$ cat src/rtl/fxp_mul_store.sv
module fxp_mul_store #(
  parameter int W = 16
) (
  input  logic              clk,
  input  logic              rst_n,
  input  logic              in_valid,
  input  logic [W-1:0]      op_a,
  input  logic [W-1:0]      op_b,
  input  logic [1:0]        fmt,
  input  logic              round_en,
  output logic              out_valid,
  output logic [2*W-1:0]    product,
  output logic [W-1:0]      result,
  output logic              ovf
);

  localparam int PW = 2 * W;
  localparam logic [1:0] FMT_INT = 2'b00;
  localparam logic [W-1:0] POS_MAX = {1'b0, {(W-1){1'b1}}};
  localparam logic [W-1:0] NEG_MIN = {1'b1, {(W-1){1'b0}}};

  logic signed [PW-1:0] a_x, b_x, prod_c;
  logic [W-1:0] hi_field, sat_word, frac_word, word_c;
  logic [W:0]   rsum;
  logic         rbit, shift_ovf, rnd_ovf, frac_ovf, int_ovf, ovf_c;

  assign a_x    = PW'($signed(op_a));
  assign b_x    = PW'($signed(op_b));
  assign prod_c = a_x * b_x;

  assign int_ovf = (|prod_c[PW-1:W-1]) & ~(&prod_c[PW-1:W-1]);

  assign hi_field  = prod_c[PW-2:W-1];
  assign rbit      = round_en & prod_c[W-2];
  assign rsum      = {hi_field[W-1], hi_field} + {{W{1'b0}}, rbit};
  assign shift_ovf = prod_c[PW-1] ^ prod_c[PW-2];
  assign rnd_ovf   = rsum[W] ^ rsum[W-1];
  assign frac_ovf  = shift_ovf | rnd_ovf;
  assign sat_word  = prod_c[PW-1] ? NEG_MIN : POS_MAX;
  assign frac_word = frac_ovf ? sat_word : rsum[W-1:0];

  assign word_c = (fmt == FMT_INT) ? prod_c[W-1:0] : frac_word;
  assign ovf_c  = (fmt == FMT_INT) ? int_ovf : frac_ovf;

  always_ff @(posedge clk) begin
    if (!rst_n) begin
      out_valid <= 1'b0;
      product   <= '0;
      result    <= '0;
      ovf       <= 1'b0;
    end else begin
      out_valid <= in_valid;
      if (in_valid) begin
        product <= prod_c;
        result  <= word_c;
        ovf     <= ovf_c;
      end
    end
  end

  p_latency_r2: assert property (@(posedge clk) disable iff (!rst_n)
    $past(rst_n) |-> out_valid == $past(in_valid));

  p_hold_r8: assert property (@(posedge clk) disable iff (!rst_n)
    ($past(rst_n) && !$past(in_valid)) |-> ($stable(product) && $stable(result) && $stable(ovf)));

  p_int_low_r3: assert property (@(posedge clk) disable iff (!rst_n)
    (out_valid && $past(fmt) == FMT_INT) |-> result == product[W-1:0]);

  p_int_range_r4: assert property (@(posedge clk) disable iff (!rst_n)
    (out_valid && $past(fmt) == FMT_INT && !ovf) |-> (product[PW-1:W] == {W{product[W-1]}}));

  p_sat_word_r7: assert property (@(posedge clk) disable iff (!rst_n)
    (out_valid && ovf && $past(fmt) != FMT_INT) |-> (result == POS_MAX || result == NEG_MIN));

  p_sat_sign_r7: assert property (@(posedge clk) disable iff (!rst_n)
    (out_valid && ovf && $past(fmt) != FMT_INT) |-> result[W-1] == product[PW-1]);

  p_trunc_r5: assert property (@(posedge clk) disable iff (!rst_n)
    (out_valid && !ovf && $past(fmt) != FMT_INT && !$past(round_en)) |-> result == product[PW-2:W-1]);

endmodule

$ cat config.mk
export PLATFORM = sky130hd
export DESIGN_NAME = fxp_mul_store
export DESIGN_NICKNAME = d
export VERILOG_FILES = /design/src/rtl/fxp_mul_store.sv
export SDC_FILE = /design/constraint.sdc
export NUM_CORES = 1
export LEC_CHECK = 0
export BUFFER_PORTS_ARGS = -buffer_cell sky130_fd_sc_hd__buf_2
export CORE_MARGIN = 2
export CORE_UTILIZATION = 45
export CTS_BUF_LIST = sky130_fd_sc_hd__clkbuf_16
export DETAILED_ROUTE_END_ITERATION = 7
export PLACE_DENSITY = 0.64
export SYNTH_ARGS = -nofsm -noshare
export SYNTH_HDL_FRONTEND = slang
export SYNTH_SLANG_ARGS = --single-unit
$ cat constraint.sdc
create_clock -name clk -period 13.9 [get_ports clk]
set_input_delay 2.085 -clock clk [delete_from_list [all_inputs] [get_ports clk]]
set_output_delay 2.085 -clock clk [all_outputs]
set_load 0.02 [all_outputs]
==> qor.txt <==
outcome -> finished, final reports clean
GRT Total Usage -> 22.2%
synth top area cells -> fa_1 (40%), inv_1 (9.4%), ha_1 (8.0%)
maximum net fanout on the critical path -> 16
RePlAce Congestion -> 0.879
drt pass-1 iters -> 5
largest net degree at the start of global routing -> 54
Synth Register Bits -> 50
crit path DAT -> 9830 ps
IO Port Bufs -> 87
Routed Antenna Nets -> 0
I/O pin count -> 88
cell area after synthesis -> 13100 um^2
post-CTS setup buffer count -> 0
Die Wd -> 174 um
fin crit share -> 69.1%
initial DRC count -> 624
crit end category -> flop
Syn Inst Count -> 1524
post-synth top area share -> 40.1%
Avg Cell Area, Syn -> 8.58 um^2
Max clock buf depth -> 2
share of flip-flops with an asynchronous set or reset -> 0%
Synth top cells by count -> inv_1 (328), fa_1 (262), nand2_1 (186)
syn_nets -> 1908
WL final -> 32000 um
clk_lat worst skew -> 290 ps
count leader, synth -> inv_1
setup slack, reg-to-reg -> 13150 ps
CTS resizes -> 0
# setup viols final -> 0
RSZ-0062 raised after global routing -> no
fraction of layout cells with a size suffix above 1 -> 7.63%
Die H -> 174 um
initial antenna violation count -> 0
Worst Setup Start Kind -> primary input
Setup TNS -> 0 ps
Max Slew Vio Count -> 0
row cnt -> 62
area grow syn2layout -> 6.12%
final period demand of the worst path -> 9610 ps
Max-slew headroom -> 36.9%
routed len/inst -> 16.5 um
Via density -> 5.36
Antenna Cells -> 0
cell area after layout -> 13900 um^2
CTS root buf -> clkbuf_16
Max Cap Viol -> 0
Syn. warnings -> 0
synth unique cells -> 75
measured slew at the worst slew-check pin -> 943 ps
vias in the first global route -> 11000
area leader, netlist -> fa_1
worst-case clock skew -> 0 ps
clock sinks -> 50
EDFF count, synth -> 0
fmax -> 104 MHz
DP Area -> 13700 um^2
Crit Path Category -> primary input to flop
main flop type after synthesis -> dfxtp_1
DRC -> 0
die area -> 30400 um^2
required time worst endpoint -> 14120 ps
Final HPWL DP -> 26900 um
CTS tree -> built
Inserted Clock Buffers -> 5
CTS Hold Buffers Added -> 0
Hold Slack -> 454 ps
initial core utilization -> 45.7%
grt ovf -> 0
htree depth -> 2
final hold vios -> 0
Worst Hold Class -> flop to flop
Final Net Count -> 1942
Via Count -> 10400
global-route wire length before repair -> 54700 um
clk slew on worst S/H paths -> 60 ps
CORE AREA -> 28600 um^2
Seq/Total Area, Yosys -> 7.65%
[cell families after synthesis]
logic type / after synthesis / share of synthesized area [%]
and+or+nand+nor: 490 / 18.8
DFF: 50 / 7.65
AOI/OAI and AO/OA: 189 / 9.69
adders and majority gates: 346 / 48.1
xor gates and xnor gates: 36 / 2.47
muxes: 23 / 1.76
buffers and inverters: 390 / 11.5
[final cells by class]
class	count	area, um^2
clock inverters	3	20.0
fillers	2834	14700
repair buffers	89	450
clock buffers	5	125
well taps	384	480
multi-input cells	1084	10600
inverters	328	1230
flip-flops and latches	50	1000
[critical path, cell delays in order]
cell and delay (ps):
buf_2 270, nand2_1 190, fa_1 600, inv_1 70, fa_1 800, inv_1 120
fa_1 510, fa_1 560, fa_1 440, fa_1 500, inv_1 40, ha_1 450
and4_1 330, nor4b_1 470, o21ai_1 130, a31o_2 250, a211oi_1 340, o21ai_0 270
nor3_1 460, a311o_1 550, o211ai_1 160, a31oi_1 200
[stage by stage]
stage,instances,setup slack [ps],utilization [%]
after CTS,1943,4370,48.5
after global routing,1943,3810,48.5
after detailed placement,1935,4090,48.0
after floorplan,1524,5000,-
after global placement,1935,4140,48.0
final,1943,4290,48.5
[sequential cells by signal, indices dropped and copies added, names as in the netlist]
signal	cells
product	32
ovf	1
out_valid	1
result	16
[final timing paths]
kind	endpoint	depth (start not counted)	startpoint
max	result[1]	22	op_a[15]
min	result[5]	2	result[5]
max reg2reg	result[12]	2	result[12]
min reg2reg	result[5]	2	result[5]
[cells in the final DEF, fill, tap and decap left out, types with 8 or more instances in the layout]
| master | synthesis | layout |
|---|---|---|
| dfxtp_1 | 50 | 50 |
| nor3_1 | 19 | 19 |
| buf_2 | 7 | 87 |
| nor4_1 | 9 | 9 |
| o211ai_1 | 13 | 13 |
| a21oi_1 | 54 | 54 |
| a211oi_1 | 17 | 17 |
| nand3_1 | 20 | 20 |
| ha_1 | 84 | 84 |
| nand4_1 | 14 | 14 |
| fa_1 | 262 | 262 |
| xor2_1 | 8 | 8 |
| nand2_1 | 186 | 186 |
| nor2_1 | 77 | 77 |
| nand2b_1 | 10 | 10 |
| xnor2_1 | 27 | 27 |
| o21ai_0 | 37 | 37 |
| inv_1 | 328 | 328 |
| and2_1 | 123 | 123 |
| mux2i_1 | 23 | 23 |
[routing by layer]
layer / track usage [%] / vias to the layer above / part of all wire (%)
met3: 1.82 / 37 / 3.4
met2: 40.9 / 206 / 52
met1: 28.7 / 5371 / 42
met5: 0 / - / 0
li1: - / 4797 / -
met4: 3.92 / 0 / 1.7
Power is not shown: default switching activity piles up to over one toggle a cycle in this logic, so the estimate is an artifact.
